$ cat src/rtl/vag_pkg.sv
package vag_pkg;
    typedef enum logic [1:0] {
        AM_UNIT   = 2'd0,
        AM_STRIDE = 2'd1,
        AM_INDEX  = 2'd2,
        AM_RAMP   = 2'd3
    } addr_mode_e;
endpackage

$ cat src/rtl/vag_strip_seq.sv
module vag_strip_seq #(
    parameter int MVL = 64,
    parameter int LW  = 16,
    parameter int VLW = $clog2(MVL + 1),
    parameter int EW  = $clog2(MVL)
) (
    input  logic           clk,
    input  logic           rst_n,
    input  logic           load,
    input  logic [LW-1:0]  load_len,
    input  logic           load_strip,
    input  logic           advance,
    output logic           active,
    output logic [VLW-1:0] vl,
    output logic [EW-1:0]  elem,
    output logic           chunk_end,
    output logic           final_elem
);
    localparam logic [LW-1:0]  MVL_L = LW'(MVL);
    localparam logic [VLW-1:0] MVL_V = VLW'(MVL);

    typedef struct packed {
        logic           active;
        logic [VLW-1:0] vl;
        logic [EW-1:0]  elem;
        logic [LW-1:0]  rem;
    } seq_t;

    seq_t s_d, s_q;
    logic [LW-1:0] mod_w, first_w, rest_w;

    assign mod_w = load_len % MVL_L;

    always_comb begin
        s_d = s_q;
        if (load_strip) begin
            first_w = (mod_w == '0) ? MVL_L : mod_w;
            rest_w  = load_len - first_w;
        end else begin
            first_w = (load_len > MVL_L) ? MVL_L : load_len;
            rest_w  = '0;
        end
        if (load && !s_q.active) begin
            if (load_len != '0) begin
                s_d.active = 1'b1;
                s_d.vl     = VLW'(first_w);
                s_d.elem   = '0;
                s_d.rem    = rest_w;
            end
        end else if (advance && s_q.active) begin
            if (VLW'(s_q.elem) == s_q.vl - 1'b1) begin
                s_d.elem = '0;
                if (s_q.rem == '0) begin
                    s_d.active = 1'b0;
                end else begin
                    s_d.vl  = MVL_V;
                    s_d.rem = s_q.rem - MVL_L;
                end
            end else begin
                s_d.elem = s_q.elem + 1'b1;
            end
        end
    end

    always_ff @(posedge clk or negedge rst_n) begin
        if (!rst_n) s_q <= '0;
        else        s_q <= s_d;
    end

    assign active     = s_q.active;
    assign vl         = s_q.vl;
    assign elem       = s_q.elem;
    assign chunk_end  = s_q.active && (VLW'(s_q.elem) == s_q.vl - 1'b1);
    assign final_elem = chunk_end && (s_q.rem == '0);

    assert_vl_bound_R6: assert property (@(posedge clk) disable iff (!rst_n)
        active |-> (vl != '0) && (vl <= MVL_V));
    assert_elem_in_chunk_R11: assert property (@(posedge clk) disable iff (!rst_n)
        active |-> (VLW'(elem) < vl));
    assert_rem_full_chunks_R6: assert property (@(posedge clk) disable iff (!rst_n)
        active |-> ((s_q.rem % MVL_L) == '0));
    assert_final_stops_R10: assert property (@(posedge clk) disable iff (!rst_n)
        (advance && final_elem) |=> !active);
    assert_later_chunk_full_R6: assert property (@(posedge clk) disable iff (!rst_n)
        (advance && chunk_end && !final_elem) |=> (vl == MVL_V) && (elem == '0));
endmodule

$ cat src/rtl/vag_addr_unit.sv
module vag_addr_unit
    import vag_pkg::*;
#(
    parameter int AW = 32
) (
    input  logic          clk,
    input  logic          rst_n,
    input  logic          load,
    input  addr_mode_e    load_mode,
    input  logic [AW-1:0] load_base,
    input  logic [AW-1:0] load_step,
    input  logic          advance,
    input  logic [AW-1:0] idx_data,
    output addr_mode_e    mode,
    output logic [AW-1:0] addr
);
    typedef struct packed {
        addr_mode_e    mode;
        logic [AW-1:0] base;
        logic [AW-1:0] step;
        logic [AW-1:0] off;
    } au_t;

    au_t a_d, a_q;

    always_comb begin
        a_d = a_q;
        if (load) begin
            a_d.mode = load_mode;
            a_d.base = load_base;
            a_d.step = load_step;
            a_d.off  = '0;
        end else if (advance) begin
            a_d.off = a_q.off + a_q.step;
        end
    end

    always_ff @(posedge clk or negedge rst_n) begin
        if (!rst_n) a_q <= '0;
        else        a_q <= a_d;
    end

    assign mode = a_q.mode;
    assign addr = (a_q.mode == AM_INDEX) ? (a_q.base + idx_data) : (a_q.base + a_q.off);

    assert_first_at_base_R2: assert property (@(posedge clk) disable iff (!rst_n)
        (load && load_mode != AM_INDEX) |=> (addr == $past(load_base)));
    assert_idle_offset_hold_R9: assert property (@(posedge clk) disable iff (!rst_n)
        (!load && !advance && mode != AM_INDEX) |=> $stable(addr));
endmodule

$ cat src/rtl/vec_addr_gen.sv
module vec_addr_gen
    import vag_pkg::*;
#(
    parameter int AW    = 32,
    parameter int LW    = 16,
    parameter int MVL   = 64,
    parameter int ESIZE = 8,
    parameter int VLW   = $clog2(MVL + 1),
    parameter int EW    = $clog2(MVL)
) (
    input  logic           clk,
    input  logic           rst_n,
    input  logic           start,
    input  logic [1:0]     start_mode,
    input  logic [AW-1:0]  start_base,
    input  logic [AW-1:0]  start_stride,
    input  logic [LW-1:0]  start_len,
    input  logic           start_strip,
    input  logic           idx_valid,
    input  logic [AW-1:0]  idx_data,
    output logic           idx_ready,
    output logic           req_valid,
    input  logic           req_ready,
    output logic [AW-1:0]  req_addr,
    output logic [EW-1:0]  req_elem,
    output logic [VLW-1:0] req_chunk_vl,
    output logic           req_chunk_end,
    output logic           req_last,
    output logic           busy
);
    addr_mode_e    cmd_mode, cur_mode;
    logic          take_cmd, accept, seq_active;
    logic [AW-1:0] cmd_step;

    assign cmd_mode = addr_mode_e'(start_mode);
    assign take_cmd = start && !seq_active;
    assign cmd_step = (cmd_mode == AM_UNIT) ? AW'(ESIZE) : start_stride;

    assign busy      = seq_active;
    assign req_valid = seq_active && ((cur_mode != AM_INDEX) || idx_valid);
    assign accept    = req_valid && req_ready;
    assign idx_ready = seq_active && (cur_mode == AM_INDEX) && req_ready;

    vag_strip_seq #(.MVL(MVL), .LW(LW), .VLW(VLW), .EW(EW)) i_seq (
        .clk        (clk),
        .rst_n      (rst_n),
        .load       (take_cmd),
        .load_len   (start_len),
        .load_strip (start_strip),
        .advance    (accept),
        .active     (seq_active),
        .vl         (req_chunk_vl),
        .elem       (req_elem),
        .chunk_end  (req_chunk_end),
        .final_elem (req_last)
    );

    vag_addr_unit #(.AW(AW)) i_addr (
        .clk       (clk),
        .rst_n     (rst_n),
        .load      (take_cmd),
        .load_mode (cmd_mode),
        .load_base (start_base),
        .load_step (cmd_step),
        .advance   (accept),
        .idx_data  (idx_data),
        .mode      (cur_mode),
        .addr      (req_addr)
    );

    assert_stall_hold_R9: assert property (@(posedge clk) disable iff (!rst_n)
        (req_valid && !req_ready) |=> $stable(req_elem) && $stable(req_chunk_vl));
    assert_stall_addr_R9: assert property (@(posedge clk) disable iff (!rst_n)
        (req_valid && !req_ready && cur_mode != AM_INDEX) |=> req_valid && $stable(req_addr));
    assert_idx_pop_R4: assert property (@(posedge clk) disable iff (!rst_n)
        (idx_ready && idx_valid) |-> (req_valid && req_ready));
    assert_done_idle_R10: assert property (@(posedge clk) disable iff (!rst_n)
        (accept && req_last) |=> !busy && !req_valid);
    assert_zero_len_R8: assert property (@(posedge clk) disable iff (!rst_n)
        (start && !busy && start_len == '0) |=> !busy);
    assert_last_is_end_R11: assert property (@(posedge clk) disable iff (!rst_n)
        req_last |-> req_chunk_end);
endmodule

$ cat config.mk
export PLATFORM = sky130hd
export DESIGN_NAME = vec_addr_gen
export DESIGN_NICKNAME = d
export VERILOG_FILES = /design/src/rtl/vag_pkg.sv /design/src/rtl/vag_strip_seq.sv /design/src/rtl/vag_addr_unit.sv /design/src/rtl/vec_addr_gen.sv
export SDC_FILE = /design/constraint.sdc
export NUM_CORES = 1
export LEC_CHECK = 0
export CORE_ASPECT_RATIO = 1.1
export CORE_MARGIN = 1
export CORE_UTILIZATION = 35
export CTS_BUF_LIST = sky130_fd_sc_hd__clkbuf_8
export CTS_CLUSTER_DIAMETER = 150
export DETAILED_ROUTE_END_ITERATION = 6
export HOLD_SLACK_MARGIN = 0.05
export SYNTH_ARGS = -nofsm -noshare
export SYNTH_HDL_FRONTEND = slang
export SYNTH_SLANG_ARGS = --single-unit
$ cat constraint.sdc
create_clock -name clk -period 9.34 [get_ports clk]
set_input_delay 1.868 -clock clk [delete_from_list [all_inputs] [get_ports clk]]
set_output_delay 1.868 -clock clk [all_outputs]
set_load 0.01 [all_outputs]
==> results.toml, run 1 <==
[timing]
drv_slew = 0
hold_viol_final = 0
post-route-period-util_pct = 79.8
setup_violations = 0
fin_hold_ws_ns = 0.480
maxSlewHeadroom_pct = 24.3
rsz0062_at_grt = "no"
worst_pin_slew_ns = 1.14
min_period_ns = 7.45
finalSetupTns_ns = 0
finClkSkew_ns = 0.0132
fmax_mhz = 134

[floorplan]
rows = 62
coreArea_mm2 = 0.0261
die_h_um = 173
start_util_pct = 35.6
io_pins = 170
fp.dieW_um = 157
die_area_mm2 = 0.0272

[route]
drt_pass1_iterations = 5
drt_iter0_markers = 379
vias = 8460
wirelength_um = 25900
wl_per_cell_um = 15.9
ant_nets = 0
viasPerCell = 5.20
drc_errors = 0

[worst_hold_path]
holdPathStages = 1
whs_endpoint = "i_addr.a_q[31]"
min_from = "i_addr.a_q[31]"
holdCritPathClass = "reg2reg"

[synth]
synth_edf_count = 0
synth_common_cells = "nand2_1, dfrtp_1, o21ai_0"
synth-seq-cells = 128
syn_inst = 1125
synth_cell_types = 70
postSynthAreaPerCell_um2 = 8.24
synth_top_area_cell = "dfrtp_1"
synth_area_leaders = "dfrtp_1, nand2_1, ha_1"
synth_area_mm2 = 0.00927
synth.top_cell.area_share_pct = 34.5
ys_seq_area_share_pct = 34.5
yosysMostFrequentCell = "nand2_1"
ys_async_sr_fraction_pct = 100
synth_ff_type = "dfrtp_1"
yosys_warnings = 0

[run]
maxCapViolations = 0

[power]
swShare_pct = 44.5
power_frac_comb_pct = 67.3
power_switching_mw = 2.10
p_per_area_mw_per_mm2 = 405
p_int_mw = 2.62
peakVddDrop_v = 0.000234
seq_power_share_pct = 20.9
clockPowerShare_pct = 11.8
p_leak_nw = 5.54

[worst_setup_path]
crit_path_end_kind = "output pin"
arrival_ns = 5.59
critPathMaxFanout = 4
worst_path_max_delay_cell = "clkdlybuf4s50_1"
start_kind = "input pin"
crit_family = "compound AO/OA/AOI/OAI gates"
required_ns = 7.47
crit_chain = "clkdlybuf4s50_1 -> nand2_1 -> nand2_1 -> ha_1 -> inv_1 -> fa_1 -> nor2b_1 -> o31a_1 -> a41o_1 -> o221ai_1 -> a31oi_1 -> a221oi_1 -> o311ai_0 -> clkdlybuf4s50_1"
critPathBufInv = 3
r2r_end = "i_addr.a_q[22]"
rr_worst_depth = 10
crit_type = "in2out"
r2r_start = "i_addr.a_q[0]"
regToRegSetupSlack_ns = 6.16
critPathMaxStageDelay_ns = 0.62
critPathLaunch = "idx_data[0]"

[cells_and_area]
num-fill-cells = 2632
fin_nets = 1452
diodes = 0
syn2layout_area_growth_pct = 25.7
drive_gt1_share_pct = 4.71

[clock_network]
cts_sinks = 128
clock_latency_ns = 0.46
htreeDepth = 4
cts_hold_buf = 0
cts_made_buffers = 17
cts_tree = "built"
post_cts_buffers = 0
cts_buffer_depth = 2
cts_resized = 0
clk_pin_slew_ns = 0.08
clockRootBuffer = "clkbuf_8"

[global_routing]
globalRoute.totalOverflow = 0
grtUsageTotal_pct = 19.4
grt_max_degree = 100
grt_pass1_wl_um = 41800
grt_pass1_vias = 8384
antenna_found_initial = 2

[status]
status = "finished clean"

[placed_design]
place_congestion = 0.910
io_buffers = 169
dp_hpwl_um = 19300
-- layout by cell type (no fill, tap or decap), types with 17 or more instances in the layout --
| cell type | count |
|---|---|
| xor2_1 | 24 |
| clkbuf_8 | 17 |
| xnor2_1 | 39 |
| nor3_1 | 22 |
| nand2_1 | 249 |
| a22o_1 | 35 |
| dfrtp_1 | 128 |
| a21oi_1 | 56 |
| nand3_1 | 51 |
| inv_1 | 22 |
| clkdlybuf4s50_1 | 168 |
| o21ai_0 | 75 |
| ha_1 | 69 |
| a21o_1 | 47 |
| nor2_1 | 59 |
-- power by group through the flow --
stage	registers (mW)	logic [mW]	clock network (mW)
floorplan	0.929	2.14	0
global placement	0.997	3.13	0
detailed placement	1.00	3.17	0
CTS	0.993	3.19	0.572
global route	1.02	3.54	0.593
finish	0.988	3.18	0.556
-- how the worst max path moves through the flow --
stage | endpoint | slack [ns] | cells after the start
after floorplan | req_addr[30] | 3.34 | 12
after global placement | req_addr[30] | 1.86 | 14
after detailed placement | req_addr[30] | 1.85 | 14
after CTS | req_addr[30] | 1.83 | 14
after global routing | req_addr[30] | 1.64 | 14
final | req_addr[30] | 1.89 | 14
-- layer usage --
metal  vias up  GRT usage, %  share of wire [%]
met3        35          3.53                5.2
met2       223          32.0                 46
li1       4257             -                  -
met1      3941          25.4                 46
met4         4          6.59                2.1
met5         -             0              0.085
-- stage by stage --
stage	instances	utilization [%]	power (mW)	setup WS, ns	instance area [um2]
2_1_floorplan	1127	-	3.07	3.34	9280
3_3_place_gp	1594	43.0	4.13	1.86	11200
3_5_place_dp	1594	43.0	4.17	1.85	11200
4_1_cts	1626	44.7	4.75	1.83	11700
5_1_grt	1626	44.7	5.16	1.64	11700
6_report	1626	44.7	4.72	1.89	11700
-- state kept, by name, summed over array words and instances (netlist names) --
name	flops
i_addr.mode	2
i_seq.vl	7
i_seq.active	1
i_addr.a_q	96
i_seq.elem	6
i_seq.s_q	16
-- kinds of logic after synthesis --
logic type	count (synthesis)	synth area share, %
XOR/XNOR	63	5.95
buffers and inverters	84	4.06
adder cells (fa/ha/maj)	71	9.74
multiplexers	4	0.432
AO/OA/AOI/OAI	309	22.6
other	2	0.0810
flip-flops	128	34.5
AND/OR/NAND/NOR	464	22.6
-- area by class of cell --
cell class                 instances  area (um2)  area share, %
multi-input combinational        915        5730           49.1
sequential                       128        3200           27.5
timing repair buffer             177        1750           15.0
tap                              352         440           3.78
clock buffer                      17         234           2.01
clock inverter                    15         221           1.90
inverter                          22        82.6          0.708
-- worst register-to-register path: stages, from the launching register on --
cell	delay, ns
dfrtp_1	0.41
ha_1	0.25
fa_1	0.44
a211oi_1	0.30
o21bai_1	0.14
o21ai_0	0.39
nor3_1	0.18
o21ai_0	0.32
a21oi_1	0.17
a311oi_1	0.34
o31ai_1	0.10
Note: power is estimated with default switching activity, not from simulation.
==> run 2: changes to the inputs <==
==> constraint.sdc (replaced) <==
create_clock -name clk -period 6.4 [get_ports clk]
set_input_delay 1.28 -clock clk [delete_from_list [all_inputs] [get_ports clk]]
set_output_delay 1.28 -clock clk [all_outputs]
set_load 0.01 [all_outputs]
==> results.toml, run 2 (synthesized netlist as in run 1, its figures left out) <==
[worst_setup_path]
critPathMaxStageDelay_ns = 0.63
start_kind = "input pin"
required_ns = 5.12
arrival_ns = 4.95
critPathMaxFanout = 4
crit_path_end_kind = "output pin"
worst_path_max_delay_cell = "clkdlybuf4s50_1"
crit_type = "in2out"
crit_chain = "clkdlybuf4s50_1 -> nand2_1 -> nand2_1 -> ha_1 -> inv_1 -> fa_1 -> nor2b_1 -> o31a_1 -> a41o_1 -> o221ai_1 -> a31oi_1 -> a221oi_1 -> o311ai_0 -> clkdlybuf4s50_1"

[cells_and_area]
largest_reg_flops = 96
fin_cells = 1627
seq_area_mm2 = 0.00320
final_cell_mix = "nand2_1, clkdlybuf4s50_1, dfrtp_1"
drive_gt1_share_pct = 4.78
largestRegisters = "i_addr.a_q (96), i_seq.s_q (16), i_seq.vl (7)"
final_common_cell = "nand2_1"
num-fill-cells = 2605
fin_nets = 1453
diodes = 0
multi_input_area_mm2 = 0.00573
top_register = "i_addr.a_q"
fin_area_mm2 = 0.0116
syn2layout_area_growth_pct = 25.6

[floorplan]
rows = 62
start_util_pct = 35.6
die_area_mm2 = 0.0272
io_pins = 170
coreArea_mm2 = 0.0261
die_h_um = 173
fp.dieW_um = 157

[timing]
finalSetupTns_ns = 0
maxSlewHeadroom_pct = 24.5
finClkSkew_ns = 0.0166
min_period_ns = 6.23
fmax_mhz = 160
rsz0062_at_grt = "no"
hold_viol_final = 0
post-route-period-util_pct = 97.4
setup_violations = 0
fin_hold_ws_ns = 0.481
worst_pin_slew_ns = 1.13
drv_slew = 0

[power]
peakVddDrop_v = 0.000317
power_switching_mw = 3.05
p_per_area_mw_per_mm2 = 588
seq_power_share_pct = 21.1
p_leak_nw = 5.53
clockPowerShare_pct = 11.0
swShare_pct = 44.5
p_int_mw = 3.80
power_frac_comb_pct = 67.9

[clock_network]
cts_hold_buf = 0
clockRootBuffer = "clkbuf_8"
clk_pin_slew_ns = 0.08
htreeDepth = 4
cts_resized = 0
cts_sinks = 128
cts_tree = "built"
cts_buffer_depth = 2
clock_latency_ns = 0.46
cts_made_buffers = 17
post_cts_buffers = 0

[route]
drt-met1-wl_um = 11800
ant_nets = 0
vias = 8526
drt_pass1_iterations = 5
wl_per_cell_um = 15.8
dr_wl_met2_um = 12100
drt_iter0_markers = 442
topRoutingLayerUsed = "met5"
viasPerCell = 5.24
wl_met3_um = 1360
wirelength_um = 25700
drc_errors = 0

[global_routing]
grt_pass1_wl_um = 41200
grt_pass1_vias = 8147
grtUsageTotal_pct = 19.2
grt_max_degree = 99
antenna_found_initial = 2
globalRoute.totalOverflow = 0

[run]
maxCapViolations = 0

[placed_design]
dp_hpwl_um = 19200
dp.cells = 1595
dpl-instance-area_mm2 = 0.0112
io_buffers = 169
place_congestion = 0.916

[worst_hold_path]
holdCritPathClass = "reg2reg"

[status]
status = "finished clean"
-- run 2: critical path: cells and delay by family --
kind | cells | cell delay, ns
AO/OA/AOI/OAI | 6 | 1.61
adder cells (fa/ha/maj) | 2 | 0.54
buffers and inverters | 3 | 1.16
AND/OR/NAND/NOR | 3 | 0.33
-- run 2: layer usage --
metal  vias up  GRT usage (%)
met4         2           6.55
met5         -              0
met1      3981           25.4
met3        33           3.21
li1       4280              -
met2       230           31.5
-- run 2: layout make-up --
class / count / area share [%]
tap: 352 / 3.78
sequential: 128 / 27.5
timing repair buffer: 178 / 15.2
multi-input combinational: 915 / 49.2
clock buffer: 17 / 2.01
inverter: 22 / 0.709
clock inverter: 15 / 1.58
-- run 2: worst paths after layout --
| path | slack, ns | end | cells past startpoint | from |
|---|---|---|---|---|
| worst max register to register | 3.23 | i_addr.a_q[22] | 10 | i_addr.a_q[0] |
| worst min register to register | 0.48 | i_addr.a_q[31] | 1 | i_addr.a_q[31] |
| worst max-delay path | 0.17 | req_addr[30] | 14 | idx_data[0] |
| worst min-delay path | 0.48 | i_addr.a_q[31] | 1 | i_addr.a_q[31] |
| max in group asynchronous | 4.05 | i_addr.a_q[61] | 2 | rst_n |
| min in group asynchronous | 0.92 | i_addr.a_q[87] | 1 | rst_n |
-- run 2: power groups by stage --
stage | registers, mW | clock network, mW | logic, mW
after floorplan | 1.36 | 0 | 3.12
after global placement | 1.45 | 0 | 4.59
after detailed placement | 1.46 | 0 | 4.64
after CTS | 1.45 | 0.776 | 4.66
after global routing | 1.50 | 0.808 | 5.16
final | 1.44 | 0.754 | 4.65
-- run 2: stage by stage --
| stage | utilization (%) | worst slack, ns | total power [mW] |
|---|---|---|---|
| 2_1_floorplan | - | 1.57 | 4.48 |
| 6_report | 44.7 | 0.168 | 6.84 |
| 3_5_place_dp | 43.1 | 0.167 | 6.10 |
| 3_3_place_gp | 43.1 | 0.215 | 6.04 |
| 5_1_grt | 44.7 | 0.0201 | 7.47 |
| 4_1_cts | 44.7 | 0.159 | 6.89 |
==> run 3: changes to the inputs <==
--- a/config.mk
+++ b/config.mk
@@ -12,6 +12,7 @@
 export CTS_CLUSTER_DIAMETER = 150
 export DETAILED_ROUTE_END_ITERATION = 6
 export HOLD_SLACK_MARGIN = 0.05
+export SLEW_MARGIN = 30
 export SYNTH_ARGS = -nofsm -noshare
 export SYNTH_HDL_FRONTEND = slang
 export SYNTH_SLANG_ARGS = --single-unit
==> results.toml, run 3 (synthesized netlist as in run 1, its figures left out) <==
[cells_and_area]
diodes = 0
num-fill-cells = 2581
drive_gt1_share_pct = 4.78
top_register = "i_addr.a_q"
fin_nets = 1453
largest_reg_flops = 96
final_cell_mix = "nand2_1, clkdlybuf4s50_1, dfrtp_1"
largestRegisters = "i_addr.a_q (96), i_seq.s_q (16), i_seq.vl (7)"
syn2layout_area_growth_pct = 25.6
final_common_cell = "nand2_1"

[route]
wl_per_cell_um = 15.9
wirelength_um = 25800
drc_errors = 0
vias = 8573
viasPerCell = 5.27
ant_nets = 0
drt_pass1_iterations = 5
drt_iter0_markers = 416

[floorplan]
rows = 62
coreArea_mm2 = 0.0261
die_h_um = 173
fp.dieW_um = 157
die_area_mm2 = 0.0272
start_util_pct = 35.6
io_pins = 170

[global_routing]
antenna_found_initial = 2
grt_max_degree = 99
globalRoute.totalOverflow = 0
grtUsageTotal_pct = 19.2
grt_pass1_vias = 8221
grt_pass1_wl_um = 41300

[timing]
drv_slew = 0
fin_hold_ws_ns = 0.480
maxSlewHeadroom_pct = 43.5
setup_violations = 0
rsz0062_at_grt = "no"
hold_viol_final = 0
worst_pin_slew_ns = 0.847
min_period_ns = 6.21
finalSetupTns_ns = 0
post-route-period-util_pct = 97.0
fmax_mhz = 161
finClkSkew_ns = 0.0185

[worst_setup_path]
required_ns = 5.12
worst_path_max_delay_cell = "clkdlybuf4s50_1"
crit_type = "in2out"
critPathMaxStageDelay_ns = 0.54
start_kind = "input pin"
arrival_ns = 4.93
crit_path_end_kind = "output pin"
critPathBufInv = 4
crit_family = "buffers and inverters"
critPathMaxFanout = 4
crit_chain = "clkdlybuf4s50_1 -> nand2_1 -> nand2_1 -> ha_1 -> inv_1 -> fa_1 -> nor2b_1 -> o31a_1 -> a41o_1 -> o221ai_1 -> a31oi_1 -> buf_4 -> nand3_1 -> o21ai_0 -> xor2_1 -> clkdlybuf4s50_1"

[run]
maxCapViolations = 0

[status]
status = "finished clean"

[worst_hold_path]
holdCritPathClass = "reg2reg"

[clock_network]
cts_sinks = 128
clock_latency_ns = 0.46
cts_buffer_depth = 2
clk_pin_slew_ns = 0.08
cts_made_buffers = 17
cts_tree = "built"
post_cts_buffers = 0
cts_resized = 0
htreeDepth = 4
cts_hold_buf = 0
clockRootBuffer = "clkbuf_8"

[placed_design]
dp_hpwl_um = 19200
place_congestion = 0.916
io_buffers = 169

[power]
p_per_area_mw_per_mm2 = 588
p_leak_nw = 5.53
peakVddDrop_v = 0.000323
[run 3: layer usage]
| layer | wire [um] | track usage, % | vias to the layer above | share of wire [%] |
|---|---|---|---|---|
| met5 | 26 | 0 | - | 0.10 |
| met4 | 458 | 6.47 | 4 | 1.8 |
| met3 | 1300 | 2.96 | 33 | 5.0 |
| met2 | 12200 | 31.8 | 238 | 47 |
| met1 | 11900 | 25.3 | 4027 | 46 |
| li1 | - | - | 4271 | - |
[run 3: layout make-up]
| cell class | instances | area [um2] | share of cell area [%] |
|---|---|---|---|
| tap | 352 | 440 | 3.78 |
| inverter | 22 | 82.6 | 0.709 |
| clock buffer | 17 | 234 | 2.01 |
| multi-input combinational | 915 | 5730 | 49.2 |
| sequential | 128 | 3200 | 27.5 |
| timing repair buffer | 178 | 1780 | 15.2 |
| clock inverter | 15 | 184 | 1.58 |
[run 3: metrics by stage]
step | util (%) | instances | worst slack [ns] | power (mW) | instance area, um2
3_5_place_dp | 43.1 | 1595 | 0.149 | 6.10 | 11200
6_report | 44.7 | 1627 | 0.194 | 6.86 | 11700
5_1_grt | 44.7 | 1627 | 0.0231 | 7.47 | 11700
2_1_floorplan | - | 1127 | 1.57 | 4.48 | 9280
3_3_place_gp | 43.1 | 1595 | 0.215 | 6.04 | 11200
4_1_cts | 44.7 | 1627 | 0.130 | 6.89 | 11600
[run 3: power breakdown]
part / total, mW / internal (mW) / switching [mW] / leakage (nW)
Sequential: 1.44 / 1.15 / 0.289 / 1.62
Clock: 0.755 / 0.391 / 0.364 / 0.209
Combinational: 4.66 / 2.25 / 2.40 / 3.71
[run 3: path summary, 6_finish.rpt]
kind | start | endpoint | slack, ns | cells after the start
setup / recovery | idx_data[0] | req_addr[26] | 0.19 | 16
hold / removal | i_seq.s_q[1] | i_seq.s_q[1] | 0.48 | 2
setup reg to reg | i_addr.a_q[0] | i_addr.a_q[22] | 3.21 | 10
hold reg to reg | i_seq.s_q[1] | i_seq.s_q[1] | 0.48 | 2
max in group asynchronous | rst_n | i_addr.a_q[15] | 4.29 | 2
min in group asynchronous | rst_n | i_addr.a_q[87] | 0.93 | 1
[run 3: worst register-to-register path: stages (launching register included)]
cell and delay [ns]:
dfrtp_1 0.40, ha_1 0.25, fa_1 0.44, a211oi_1 0.28
o21bai_1 0.14, o21ai_0 0.42, nor3_1 0.18, o21ai_0 0.34
a21oi_1 0.18, a311oi_1 0.32, o31ai_1 0.09
